File: src/rtl/ppt_pkg.sv
package ppt_pkg;
  localparam int unsigned CNT_W  = 8;
  localparam int unsigned SEL_W  = 2;
  localparam int unsigned STEP   = 4;
  localparam int unsigned PRE_W  = STEP * ((1 << SEL_W) - 1);
  localparam int unsigned MODE_W = 3;

  localparam logic [MODE_W-1:0] MODE_COUNT  = 3'b001;
  localparam logic [MODE_W-1:0] MODE_DIVIDE = 3'b010;
endpackage

File: src/rtl/ppt_in_sync.sv
module ppt_in_sync (
  input  logic clk,
  input  logic rst_n,
  input  logic async_in,
  output logic rise_o,
  output logic fall_o
);
  logic meta_q, stab_q, hist_q;
  logic rise_q, fall_q;
  logic rise_d, fall_d;

  always_comb begin
    rise_d = stab_q & ~hist_q;
    fall_d = ~stab_q & hist_q;
  end

  always_ff @(posedge clk or negedge rst_n) begin
    if (!rst_n) begin
      meta_q <= 1'b0;
      stab_q <= 1'b0;
      hist_q <= 1'b0;
      rise_q <= 1'b0;
      fall_q <= 1'b0;
    end else begin
      meta_q <= async_in;
      stab_q <= meta_q;
      hist_q <= stab_q;
      rise_q <= rise_d;
      fall_q <= fall_d;
    end
  end

  assign rise_o = rise_q;
  assign fall_o = fall_q;
endmodule

File: src/rtl/ppt_prescaler.sv
module ppt_prescaler #(
  parameter int unsigned SEL_W = 2,
  parameter int unsigned STEP  = 4,
  localparam int unsigned PRE_W = STEP * ((1 << SEL_W) - 1)
) (
  input  logic             clk,
  input  logic             rst_n,
  input  logic             clr,
  input  logic             run,
  input  logic [SEL_W-1:0] sel,
  output logic             bypass,
  output logic             tick
);
  localparam logic [PRE_W-1:0] ONES = {PRE_W{1'b1}};

  logic [PRE_W-1:0] pre_q, pre_d;
  logic [PRE_W-1:0] wrap_mask;
  logic             tick_c;

  always_comb begin
    wrap_mask = ~(ONES << (STEP * sel));
    tick_c    = run && ((sel == '0) || (pre_q == wrap_mask));
    if (clr || !run || tick_c) begin
      pre_d = '0;
    end else begin
      pre_d = pre_q + 1'b1;
    end
  end

  always_ff @(posedge clk or negedge rst_n) begin
    if (!rst_n) begin
      pre_q <= '0;
    end else begin
      pre_q <= pre_d;
    end
  end

  assign bypass = (sel == '0);
  assign tick   = tick_c;
endmodule

File: src/rtl/ppt_down_counter.sv
module ppt_down_counter #(
  parameter int unsigned CNT_W = 8
) (
  input  logic             clk,
  input  logic             rst_n,
  input  logic             load,
  input  logic [CNT_W-1:0] preset,
  input  logic             halt,
  input  logic             tick,
  input  logic             bypass,
  output logic             active,
  output logic [CNT_W-1:0] value,
  output logic             expire
);
  localparam logic [CNT_W-1:0] LAST_PRE = CNT_W'(1);

  logic [CNT_W-1:0] val_q, val_d;
  logic             act_q, act_d;
  logic             at_end;
  logic             expire_c;

  always_comb begin
    at_end   = bypass ? (val_q == '0) : (val_q == LAST_PRE);
    expire_c = act_q && tick && at_end && !load && !halt;
    val_d    = val_q;
    act_d    = act_q;
    if (halt) begin
      act_d = 1'b0;
    end else if (load) begin
      val_d = preset;
      act_d = 1'b1;
    end else if (act_q && tick) begin
      if (at_end) begin
        act_d = 1'b0;
      end else begin
        val_d = val_q - 1'b1;
      end
    end
  end

  always_ff @(posedge clk or negedge rst_n) begin
    if (!rst_n) begin
      val_q <= '0;
      act_q <= 1'b0;
    end else begin
      val_q <= val_d;
      act_q <= act_d;
    end
  end

  assign active = act_q;
  assign value  = val_q;
  assign expire = expire_c;
endmodule

File: src/rtl/prescaled_period_timer.sv
module prescaled_period_timer
  import ppt_pkg::*;
(
  input  logic              clk,
  input  logic              rst_n,
  input  logic              trig_in,
  input  logic [CNT_W-1:0]  preset_n,
  input  logic [SEL_W-1:0]  div_sel,
  input  logic [MODE_W-1:0] mode_sel,
  output logic              tick_out,
  output logic              cfg_err
);
  logic             rise, fall;
  logic             is_count, is_divide, mode_ok;
  logic             zero_preset;
  logic [CNT_W-1:0] preset_val;
  logic             load;
  logic             pre_tick, bypass;
  logic             cnt_active, expire;
  logic [CNT_W-1:0] cnt_value;
  logic             out_q, out_d;

  ppt_in_sync u_sync (
    .clk     (clk),
    .rst_n   (rst_n),
    .async_in(trig_in),
    .rise_o  (rise),
    .fall_o  (fall)
  );

  always_comb begin
    preset_val  = ~preset_n;
    zero_preset = (preset_val == '0);
    is_count    = (mode_sel == MODE_COUNT);
    is_divide   = (mode_sel == MODE_DIVIDE);
    mode_ok     = is_count || is_divide;
    load        = mode_ok && !zero_preset && (rise || (is_divide && fall));
  end

  ppt_prescaler #(
    .SEL_W(SEL_W),
    .STEP (STEP)
  ) u_pre (
    .clk   (clk),
    .rst_n (rst_n),
    .clr   (load),
    .run   (cnt_active),
    .sel   (div_sel),
    .bypass(bypass),
    .tick  (pre_tick)
  );

  ppt_down_counter #(
    .CNT_W(CNT_W)
  ) u_cnt (
    .clk   (clk),
    .rst_n (rst_n),
    .load  (load),
    .preset(preset_val),
    .halt  (!mode_ok),
    .tick  (pre_tick),
    .bypass(bypass),
    .active(cnt_active),
    .value (cnt_value),
    .expire(expire)
  );

  always_comb begin
    if (is_count) begin
      out_d = expire;
    end else if (is_divide) begin
      out_d = out_q ^ expire;
    end else begin
      out_d = 1'b0;
    end
  end

  always_ff @(posedge clk or negedge rst_n) begin
    if (!rst_n) begin
      out_q <= 1'b0;
    end else begin
      out_q <= out_d;
    end
  end

  assign tick_out = out_q;
  assign cfg_err  = zero_preset;
endmodule

File: config.mk
export PLATFORM = sky130hd
export DESIGN_NAME = prescaled_period_timer
export DESIGN_NICKNAME = d
export VERILOG_FILES = /design/src/rtl/ppt_pkg.sv /design/src/rtl/ppt_in_sync.sv /design/src/rtl/ppt_prescaler.sv /design/src/rtl/ppt_down_counter.sv /design/src/rtl/prescaled_period_timer.sv
export SDC_FILE = /design/constraint.sdc
export NUM_CORES = 1
export LEC_CHECK = 0
export BUFFER_PORTS_ARGS = -buffer_cell sky130_fd_sc_hd__buf_2
export CORE_UTILIZATION = 57
export CTS_CLUSTER_SIZE = 8
export DETAILED_ROUTE_END_ITERATION = 12
export PLACE_DENSITY = 0.78
export SLEW_MARGIN = 10
export SYNTH_ARGS = -nofsm -noshare
export SYNTH_HDL_FRONTEND = slang
export SYNTH_SLANG_ARGS = --single-unit
File: constraint.sdc
create_clock -name clk -period 2.1 [get_ports clk]
set_input_delay 0 -clock clk [delete_from_list [all_inputs] [get_ports clk]]
set_output_delay 0 -clock clk [all_outputs]
set_load 0.005 [all_outputs]
==> metrics.md, run 1 <==
| Metric | Value |
|---|---|
| Net load switching power | `334.1 µW` |
| Global route overflow | `0` |
| Switching Share | `0.3070` |
| Minimum setup slack among reg-to-reg paths | `approximately 0.013 ns` |
| DIE AREA | `between 2000 and 3000 µm²` |
| Hold EP | `u_cnt.active$_DFFE_PN0P_` |
| Synth-to-Final Area Change | `18.49%` |
| Most frequent standard cell in the layout excluding fill and tap cells | `sky130_fd_sc_hd__dfrtp_1` |
| Peak supply drop | `approximately 470 µV` |
| Net count, final | `about 210` |
| Maxcap violations | `0` |
| Post-Synthesis Mean Instance Area | `between 9 and 10 µm²` |
| # fillers | `185` |
| HPWL after detailed placement | `around 2100 µm` |
| Endpoint type of the worst setup path | `register` |
| Horizontal extent of the die | `54.26 µm` |
| Worst-path fanout max | `7` |
| Worst Min Path Start | `mode_sel[0]` |
| Antenna diode count | `0` |
| End-of-flow core utilization | `0.7312` |
| Power density normalized to cell area | `between 500 and 600 nW/µm²` |
| CP required | `approximately 2.4 ns` |
| Ratio of cells with drive above 1 in the final layout | `0.2193` |
| Router iterations before antenna repair | `4` |
| Starting Density | `0.6171` |
| Global-route wire length before repair | `around 5200 µm` |
| Flip-flop and latch count after synthesis | `27` |
| Leak Pwr | `~0.00071 µW` |
| Outcome | `complete, no violations` |
| Vert. Die Dim | `54.26 µm` |
| Most instantiated flip-flop cell in the synthesis netlist | `sky130_fd_sc_hd__dfrtp_1` |
| Type of the worst setup path | `register to register` |
| Row cnt | `18` |
| Area of the multi-input gates | `approximately 850 µm²` |
| Count of port buffers added during placement | `17` |
| CORE AREA | `between 2000 and 3000 µm²` |
| Final WL | `roughly 3600 µm` |
| Slew of the pin with the lowest slew margin | `about 0.62 ns` |
| Clock buffers created by TritonCTS | `3` |
| End of the worst register-to-register path | `u_cnt.value[2]$_DFFE_PN0P_` |
| Reg2reg path depth | `6` |
| Count of flip-flops with a built-in enable after synthesis | `0` |
| Routability-driven placement congestion ratio | `approximately 0.76` |
| Synth async-reset ratio | `1.000` |
| Area taken by flip-flops and latches | `about 680 µm²` |
| Clock latency of the later-clocked register in the worst-skew pair | `roughly 0.35 ns` |
| Normalized max-slew margin | `0.5892` |
| Maximum clock frequency | `about 0.48 GHz` |
| Synth unique cells | `43` |
| Clock root cell | `sky130_fd_sc_hd__clkbuf_4` |
| Mean routed wirelength per cell | `about 16 µm` |
| Post-Synthesis Cell Area | `about 1600 µm²` |
| Post-layout power | `approximately 1100 µW` |
| Sinks on Clock Net | `27` |
| Final hold viol count | `0` |
| CP Launch Type | `register` |
| ANT nets after route | `0` |
| Tightest Hold Check Type | `input port to register` |
| Portion of total power attributed to sequential cells | `0.566` |
| Vias per std cell | `about 6.3` |
| Htree depth | `1` |
| Overall routing resource usage | `0.2476` |
| Startpoint of the worst register-to-register path | `u_pre.pre_q[8]$_DFF_PN0_` |
| Vias post-DR | `between 1000 and 1500` |
| Clock tree skew after final layout | `about 0.011 ns` |
| Largest net degree at the start of global routing | `28` |
| Clock Path Buffers | `2` |
| CTS tree | `built` |
| Internal Pwr Total | `754.4 µW` |
| Net Count, Synth | `176` |
| Depth of the worst hold-timing path | `5` |
| Number of primary I/O pins | `18` |
| First DRT Iteration DRCs | `28` |
| Syn. warnings | `0` |
| CTS clk-pin slew, worst paths | `around 0.16 ns` |
| Post-Synthesis Cells | `156` |
| Number of setup violations in the final report | `0` |
| Number of global-route vias before repair | `approximately 1300` |
| Shortest period the worst path allows | `~2.1 ns` |
| Logic pwr share | `0.214` |
| Drc violations | `0` |
| Critical path arrival | `~2.4 ns` |
| Top library cells by usage in the layout, fill and taps aside | `26 x sky130_fd_sc_hd__dfrtp_1, 21 x sky130_fd_sc_hd__nor2_1, 17 x sky130_fd_sc_hd__buf_2` |
| Final number of max-transition violations | `0` |
| Antenna violations before repair | `0` |
| Sequential-to-total area share from yosys stat | `0.4341` |
| Clock network fraction of total power | `0.220` |
| Share of the clock period used by the worst path after layout | `0.9937` |
worst max path at each step:
stage	from	endpoint	slack, ns	cells after the start
after floorplan	u_pre.pre_q[8]$_DFF_PN0_	u_cnt.value[1]$_DFFE_PN0P_	0.29	6
after global placement	u_pre.pre_q[8]$_DFF_PN0_	u_cnt.value[3]$_DFFE_PN0P_	0.17	5
after detailed placement	u_pre.pre_q[8]$_DFF_PN0_	u_cnt.value[3]$_DFFE_PN0P_	0.10	5
after CTS	u_pre.pre_q[8]$_DFF_PN0_	u_cnt.value[3]$_DFFE_PN0P_	0.05	5
after global routing	u_pre.pre_q[8]$_DFF_PN0_	u_cnt.value[2]$_DFFE_PN0P_	-0.07	6
final	u_pre.pre_q[8]$_DFF_PN0_	u_cnt.value[2]$_DFFE_PN0P_	0.01	6
flip-flops by register name (all words and copies together), names as in the netlist:
register / flops
u_sync.hist_q: 1
u_cnt.active: 1
u_sync.meta_q: 1
u_sync.fall_o: 1
u_cnt.value: 8
u_sync.stab_q: 1
u_pre.pre_q: 12
u_sync.rise_o: 1
tick_out: 1
cell type report:
| cell class | count | area share |
|---|---|---|
| Inverter | 6 | 0.01221 |
| Clock inverter | 1 | 0.004071 |
| Timing Repair Buffer | 32 | 0.1221 |
| Sequential cell | 27 | 0.3670 |
| Multi-Input combinational cell | 118 | 0.4620 |
| Clock buffer | 3 | 0.01221 |
| Tap cell | 30 | 0.02035 |
per-stage QoR:
step	hold slack, ns	instance area (µm²)	worst slack [ns]	cells	TNS [ns]
final	0.1101	1844	0.01321	217	0
after CTS	0.1119	1798	0.04950	215	0
after global placement	0.03665	1658	0.1728	200	0
after global routing	0.1321	1844	-0.06553	217	-0.1126
after floorplan	-0.2956	1556	0.2874	156	0
after detailed placement	0.03677	1658	0.1025	200	0
layer usage:
layer	global-route usage	wire length [µm]	part of all wire	vias to the layer above
met5	0	0	0	-
met1	0.2883	1457	0.41	665
met4	0.07692	68	0.019	0
met2	0.4614	1856	0.52	52
met3	0.03611	184	0.052	9
li1	-	-	-	641
synthesized netlist by cell type (3+ instances only):
master                      n  area share
sky130_fd_sc_hd__nand3_1    6       0.019
sky130_fd_sc_hd__inv_1      6       0.014
sky130_fd_sc_hd__nor2b_1    3       0.012
sky130_fd_sc_hd__xnor2_1    5       0.028
sky130_fd_sc_hd__o211ai_1   4       0.019
sky130_fd_sc_hd__nand2_1   13       0.031
sky130_fd_sc_hd__o31a_2     3       0.019
sky130_fd_sc_hd__or3_1      4       0.016
sky130_fd_sc_hd__ha_1       4       0.032
sky130_fd_sc_hd__nand4_1    7       0.028
sky130_fd_sc_hd__or4_1      4       0.019
sky130_fd_sc_hd__nor4_1     4       0.016
sky130_fd_sc_hd__nor2_1    21       0.051
sky130_fd_sc_hd__nand2b_1   3       0.012
sky130_fd_sc_hd__buf_2      3      0.0096
sky130_fd_sc_hd__o31a_1     5       0.028
sky130_fd_sc_hd__dfrtp_1   27        0.43
sky130_fd_sc_hd__xor2_1     5       0.028
kinds of logic after synthesis:
kind of cell | Yosys count | synth area share
simple gates | 77 | 0.2701
flops | 27 | 0.4341
compound gates | 25 | 0.1584
buf+inv | 12 | 0.04260
xor+xnor | 10 | 0.05627
fa+ha+maj | 4 | 0.03216
mux | 1 | 0.006431
repair_timing:
action / 4_1_cts / 5_1_grt
setup buffers: 0 / 1
hold buffers: 11 / 0
gates resized for setup: 0 / 3
hold endpoints to repair: 38 / 0
endpoints found under the setup margin: 0 / 1
power by group through the flow:
stage | combinational [µW] | clock, µW | sequential, µW
2_1_floorplan | 150 | 0 | 610
3_3_place_gp | 197 | 0 | 620
3_5_place_dp | 207 | 0 | 622
4_1_cts | 223 | 239 | 613
5_1_grt | 256 | 261 | 622
6_report | 233 | 240 | 616
worst max-delay path, stage by stage (launching register included):
cell and delay [ns]:
sky130_fd_sc_hd__dfrtp_2 0.48, sky130_fd_sc_hd__nor4_4 0.35, sky130_fd_sc_hd__o2bb2ai_4 0.20, sky130_fd_sc_hd__a41oi_4 0.20, sky130_fd_sc_hd__buf_4 0.20, sky130_fd_sc_hd__or4_1 0.50, sky130_fd_sc_hd__o211ai_2 0.08
(Power assumes the default switching activity.)
==> run 2: changes to the inputs <==
Settings changed: SETUP_SLACK_MARGIN set to 0.2.
==> run 2 against run 1 <==
  * Core utilization up 2.4 points
  * First-iteration DRC count up 61%
  * Via count down 0.44%
  * Non-clock buffer count up 6
  * Worst setup slack gained 0.13 ns
  * Largest cell class unchanged
  * Highest routed layer unchanged
  * Clock power about the same
  * Global-route usage grew 1.7 points
==> metrics.md, run 2 (same netlist as run 1, synthesis figures left out) <==
| Metric | Value |
|---|---|
| Final sum of negative setup slack | `0 ns` |
| Largest net degree at the start of global routing | `28` |
| Critical path arrival | `roughly 2.2 ns` |
| Net count, final | `214` |
| Ratio of cells with drive above 1 in the final layout | `0.2746` |
| Vert. Die Dim | `approximately 54 µm` |
| Leak Pwr | `0.0007331 µW` |
| Number of setup violations in the final report | `0` |
| Starting Density | `0.6171` |
| Global route overflow | `0` |
| Final hold viol count | `0` |
| Slew of the pin with the lowest slew margin | `~0.63 ns` |
| Antenna violations before repair | `0` |
| CP required | `between 2 and 2.5 ns` |
| Power density normalized to cell area | `approximately 590 nW/µm²` |
| Overall routing resource usage | `0.2647` |
| Worst-path fanout max | `7` |
| First DRT Iteration DRCs | `between 40 and 50` |
| ANT nets after route | `0` |
| Number of global-route vias before repair | `roughly 1300` |
| Largest reg by FF count | `u_pre.pre_q` |
| Share of the clock period used by the worst path after layout | `0.9339` |
| Area taken by flip-flops and latches | `676.9 µm²` |
| Peak supply drop | `570.1 µV` |
| End-of-flow core utilization | `0.7555` |
| Outcome | `complete, no violations` |
| Area of all placed cells without fillers | `between 1500 and 2000 µm²` |
| Most frequent standard cell in the layout excluding fill and tap cells | `sky130_fd_sc_hd__dfrtp_1` |
| Clock tree skew after final layout | `between 0.007 and 0.008 ns` |
| CP Launch Type | `register` |
| Largest register FFs | `12` |
| Routability-driven placement congestion ratio | `~0.76` |
| CTS tree | `built` |
| Tightest Hold Check Type | `input port to register` |
| Vias per std cell | `6.103` |
| Top library cells by usage in the layout, fill and taps aside | `26 x sky130_fd_sc_hd__dfrtp_1, 21 x sky130_fd_sc_hd__nor2_1, 17 x sky130_fd_sc_hd__buf_2` |
| Placed instance area | `about 1700 µm²` |
| Normalized max-slew margin | `0.5784` |
| HPWL after detailed placement | `roughly 2100 µm` |
| Clock buffers created by TritonCTS | `3` |
| Maximum clock frequency | `between 0.5 and 0.6 GHz` |
| Antenna diode count | `0` |
| Shortest period the worst path allows | `1.961 ns` |
| Synth-to-Final Area Change | `22.43%` |
| Router iterations before antenna repair | `4` |
| Clock latency of the later-clocked register in the worst-skew pair | `around 0.35 ns` |
| Count of port buffers added during placement | `17` |
| CTS clk-pin slew, worst paths | `roughly 0.16 ns` |
| Area of the multi-input gates | `between 800 and 900 µm²` |
| Horizontal extent of the die | `between 50 and 60 µm` |
| Maxcap violations | `0` |
| Sinks on Clock Net | `27` |
| Placed instance count | `200` |
| Clock root cell | `sky130_fd_sc_hd__clkbuf_4` |
| Mean routed wirelength per cell | `between 15 and 20 µm` |
| Count of non-filler cells in the finished layout | `about 220` |
| Clock Path Buffers | `2` |
| Number of primary I/O pins | `18` |
| CORE AREA | `about 2500 µm²` |
| Vias post-DR | `roughly 1400` |
| # fillers | `approximately 170` |
| Final number of max-transition violations | `0` |
| Global-route wire length before repair | `approximately 5500 µm` |
| Unrepaired setup endpoints after global routing | `true` |
| Drc violations | `0` |
| DIE AREA | `about 3000 µm²` |
| Row cnt | `18` |
| Htree depth | `1` |
| Final WL | `~3600 µm` |
| Type of the worst setup path | `register to register` |
| Endpoint type of the worst setup path | `register` |
run 2: changes by cell type in the layout (fill, tap and decap cells not counted), sizes merged:
cell,previous run,this run
buf,21,27
run 2: worst paths after layout:
kind | slack, ns | cells after the start | from | to
hold reg to reg | 0.39 | 0 | u_sync.meta_q$_DFF_PN0_ | u_sync.stab_q$_DFF_PN0_
min in group asynchronous | 0.17 | 2 | rst_n | u_pre.pre_q[4]$_DFF_PN0_
setup reg to reg | 0.14 | 5 | u_pre.pre_q[9]$_DFF_PN0_ | u_cnt.value[0]$_DFFE_PN0P_
max in group asynchronous | 1.49 | 2 | rst_n | u_cnt.value[0]$_DFFE_PN0P_
setup / recovery | 0.14 | 5 | u_pre.pre_q[9]$_DFF_PN0_ | u_cnt.value[0]$_DFFE_PN0P_
hold / removal | 0.11 | 5 | mode_sel[0] | u_cnt.active$_DFFE_PN0P_
run 2: critical path, cell delays in order (launching register included):
cell	delay, ns
sky130_fd_sc_hd__dfrtp_1	0.43
sky130_fd_sc_hd__nor4_2	0.31
sky130_fd_sc_hd__o2bb2ai_2	0.23
sky130_fd_sc_hd__a41oi_4	0.22
sky130_fd_sc_hd__or4_1	0.56
sky130_fd_sc_hd__o211ai_1	0.14
run 2: layer usage:
| metal | GRT usage | vias up | share of wire |
|---|---|---|---|
| li1 | - | 647 | - |
| met1 | 0.3363 | 654 | 0.42 |
| met2 | 0.4736 | 48 | 0.51 |
| met5 | 0 | - | 0 |
| met4 | 0.06410 | 0 | 0.021 |
| met3 | 0.03333 | 12 | 0.046 |
run 2: area by class of cell:
cell class	count	area share
Clock buffer	3	0.01182
Timing Repair Buffer	38	0.1418
Inverter	6	0.01182
Clock inverter	1	0.003940
Tap cell	30	0.01970
Multi-Input combinational cell	118	0.4557
Sequential cell	27	0.3552
run 2: power by group:
part	internal, µW	total (µW)	switching, µW
Combinational	137	272	135
Clock	73.4	243	170
Sequential	566	616	49.8
Total	776	1130	355
run 2: per-stage QoR:
stage	setup slack, ns	power [µW]	hold slack (ns)
global placement	0.1728	817.8	0.03665
finish	0.1388	1132	0.1064
floorplan	0.2874	759.8	-0.2956
global route	0.1097	1175	0.1354
CTS	0.1760	1102	0.1119
detailed placement	0.1025	828.9	0.03677
run 2: what timing repair did:
item | 4_1_cts | 5_1_grt
pin swaps | 6 | 6
hold endpoints to repair | 38 | 0
cloned | 1 | 0
resized for setup | 2 | 6
setup buffers | 5 | 2
hold buffers | 11 | 0
endpoints found under the setup margin | 8 | 21
==> run 3: changes to the inputs <==
Settings changed: CORE_MARGIN set to 2.
==> run 3 against run 2 <==
  * Routed wire length is 8.0% higher
  * Clock power is 2% lower
  * Critical endpoint is now u_cnt.value[7]$_DFFE_PN0P_
  * Die area is 7.5% higher
  * Sequential share of layout area is 1.1 points lower
  * Critical path depth is 1 lower
  * Cell count is 1.8% higher
  * Sequential power is 2% higher
==> metrics.md, run 3 (same netlist as run 1, synthesis figures left out) <==
| Metric | Value |
|---|---|
| Power density normalized to cell area | `just under 600 nW/µm²` |
| Largest net degree at the start of global routing | `28` |
| CORE AREA | `between 2000 and 3000 µm²` |
| Row cnt | `18` |
| Leak Pwr | `approximately 0.00075 µW` |
| Number of setup violations in the final report | `0` |
| Vias per std cell | `6.247` |
| Ratio of cells with drive above 1 in the final layout | `0.3350` |
| Global-route wire length before repair | `between 5000 and 6000 µm` |
| Vert. Die Dim | `56.26 µm` |
| Horizontal extent of the die | `roughly 56 µm` |
| Tightest Hold Check Type | `input port to register` |
| Final WL | `approximately 3900 µm` |
| Clock latency of the later-clocked register in the worst-skew pair | `about 0.33 ns` |
| End-of-flow core utilization | `0.7832` |
| Outcome | `complete, no violations` |
| DIE AREA | `between 3000 and 4000 µm²` |
| Global route overflow | `0` |
| Vias post-DR | `about 1400` |
| Count of non-filler cells in the finished layout | `between 200 and 250` |
| First DRT Iteration DRCs | `a little under 80` |
| Clock tree skew after final layout | `between 0.004 and 0.005 ns` |
| Synth-to-Final Area Change | `26.93%` |
| CTS clk-pin slew, worst paths | `around 0.15 ns` |
| CTS tree | `built` |
| Overall routing resource usage | `0.2292` |
| Clock Path Buffers | `2` |
| Largest reg by FF count | `u_pre.pre_q` |
| Router iterations before antenna repair | `4` |
| Net count, final | `218` |
| CP required | `~2.3 ns` |
| Unrepaired setup endpoints after global routing | `true` |
| Critical path arrival | `around 2.2 ns` |
| Largest register FFs | `12` |
| Htree depth | `1` |
| Placed instance count | `200` |
| Starting Density | `0.6171` |
| Final number of max-transition violations | `0` |
| Endpoint type of the worst setup path | `register` |
| Post-layout power | `~1200 µW` |
| Share of the clock period used by the worst path after layout | `0.9272` |
| Final sum of negative setup slack | `0 ns` |
| Type of the worst setup path | `register to register` |
| Hold Slack | `approximately 0.13 ns` |
| Maxcap violations | `0` |
| Most frequent standard cell in the layout excluding fill and tap cells | `sky130_fd_sc_hd__dfrtp_1` |
| Shortest period the worst path allows | `slightly below 2 ns` |
| Mean routed wirelength per cell | `between 15 and 20 µm` |
| Peak supply drop | `between 500 and 600 µV` |
| Clock buffers created by TritonCTS | `3` |
| Antenna diode count | `0` |
| Routability-driven placement congestion ratio | `about 0.84` |
| Sinks on Clock Net | `27` |
| Final hold viol count | `0` |
| HPWL after detailed placement | `~2200 µm` |
| Number of global-route vias before repair | `approximately 1400` |
| Count of port buffers added during placement | `17` |
| Antenna violations before repair | `0` |
| CP Launch Type | `register` |
| Top library cells by usage in the layout, fill and taps aside | `23 x sky130_fd_sc_hd__dfrtp_1, 21 x sky130_fd_sc_hd__nor2_1, 17 x sky130_fd_sc_hd__buf_2` |
| Normalized max-slew margin | `0.5445` |
| Worst-path fanout max | `3` |
| ANT nets after route | `0` |
| Slew of the pin with the lowest slew margin | `approximately 0.68 ns` |
| Drc violations | `0` |
| Maximum clock frequency | `approximately 0.51 GHz` |
| Clock root cell | `sky130_fd_sc_hd__clkbuf_4` |
| Number of primary I/O pins | `18` |
==> run 3: changes by cell type in the layout (fill, tap and decap cells not counted), sizes merged <==
| cell | previous run | this run |
|---|---|---|
| buf | 27 | 30 |
| clkbuf | 3 | 4 |
==> run 3: area by class of cell <==
cell class	instances	area, µm²
multi-input cells	118	903.4
flip-flops and latches	27	680.7
fillers	155	546.8
repair buffers	42	301.5
well taps	30	37.54
clock buffers	3	22.52
inverters	6	22.52
clock inverters	1	7.507
==> run 3: worst paths after layout <==
kind                                       startpoint                         end  slack, ns  depth (start not counted)
setup / recovery           u_cnt.value[2]$_DFFE_PN0P_  u_cnt.value[7]$_DFFE_PN0P_       0.15                          4
hold / removal                            mode_sel[1]          tick_out$_DFF_PN0_       0.13                          4
setup reg to reg           u_cnt.value[2]$_DFFE_PN0P_  u_cnt.value[7]$_DFFE_PN0P_       0.15                          4
hold reg to reg               u_sync.meta_q$_DFF_PN0_     u_sync.stab_q$_DFF_PN0_       0.38                          0
max in group asynchronous                       rst_n  u_cnt.value[4]$_DFFE_PN0P_       1.48                          2
min in group asynchronous                       rst_n    u_pre.pre_q[6]$_DFF_PN0_       0.18                          2
==> run 3: what timing repair did <==
action,4_1_cts,5_1_grt
setup endpoints to repair,9,21
hold endpoints to repair,38,0
hold buffers,11,0
pin swaps,2,28
buffers inserted,3,8
gates resized for setup,1,19
cloned,1,0
==> run 3: metrics by stage <==
step	setup slack [ns]	area [µm²]
4_1_cts	0.1454	1842
2_1_floorplan	0.2874	1556
3_3_place_gp	0.1659	1658
5_1_grt	0.07081	1976
6_report	0.1529	1976
3_5_place_dp	0.1131	1658
==> run 3: critical path, stage by stage, from the launching register on <==
cell                      delay [ns]
sky130_fd_sc_hd__dfrtp_1        0.44
sky130_fd_sc_hd__or3_4          0.42
sky130_fd_sc_hd__or3_4          0.39
sky130_fd_sc_hd__o31a_2         0.34
sky130_fd_sc_hd__o31a_1         0.27
==> run 3: per-layer routing <==
| layer | part of all wire | vias up | track usage |
|---|---|---|---|
| met3 | 0.036 | 23 | 0.02304 |
| met5 | 0 | - | 0 |
| li1 | - | 658 | - |
| met2 | 0.51 | 57 | 0.4235 |
| met1 | 0.41 | 680 | 0.2699 |
| met4 | 0.043 | 0 | 0.09184 |
==> run 3: report_power, final <==
part	total, µW	internal (µW)	switching, µW
Sequential	627	568	59.4
Clock	237	73.0	164
Combinational	306	155	151
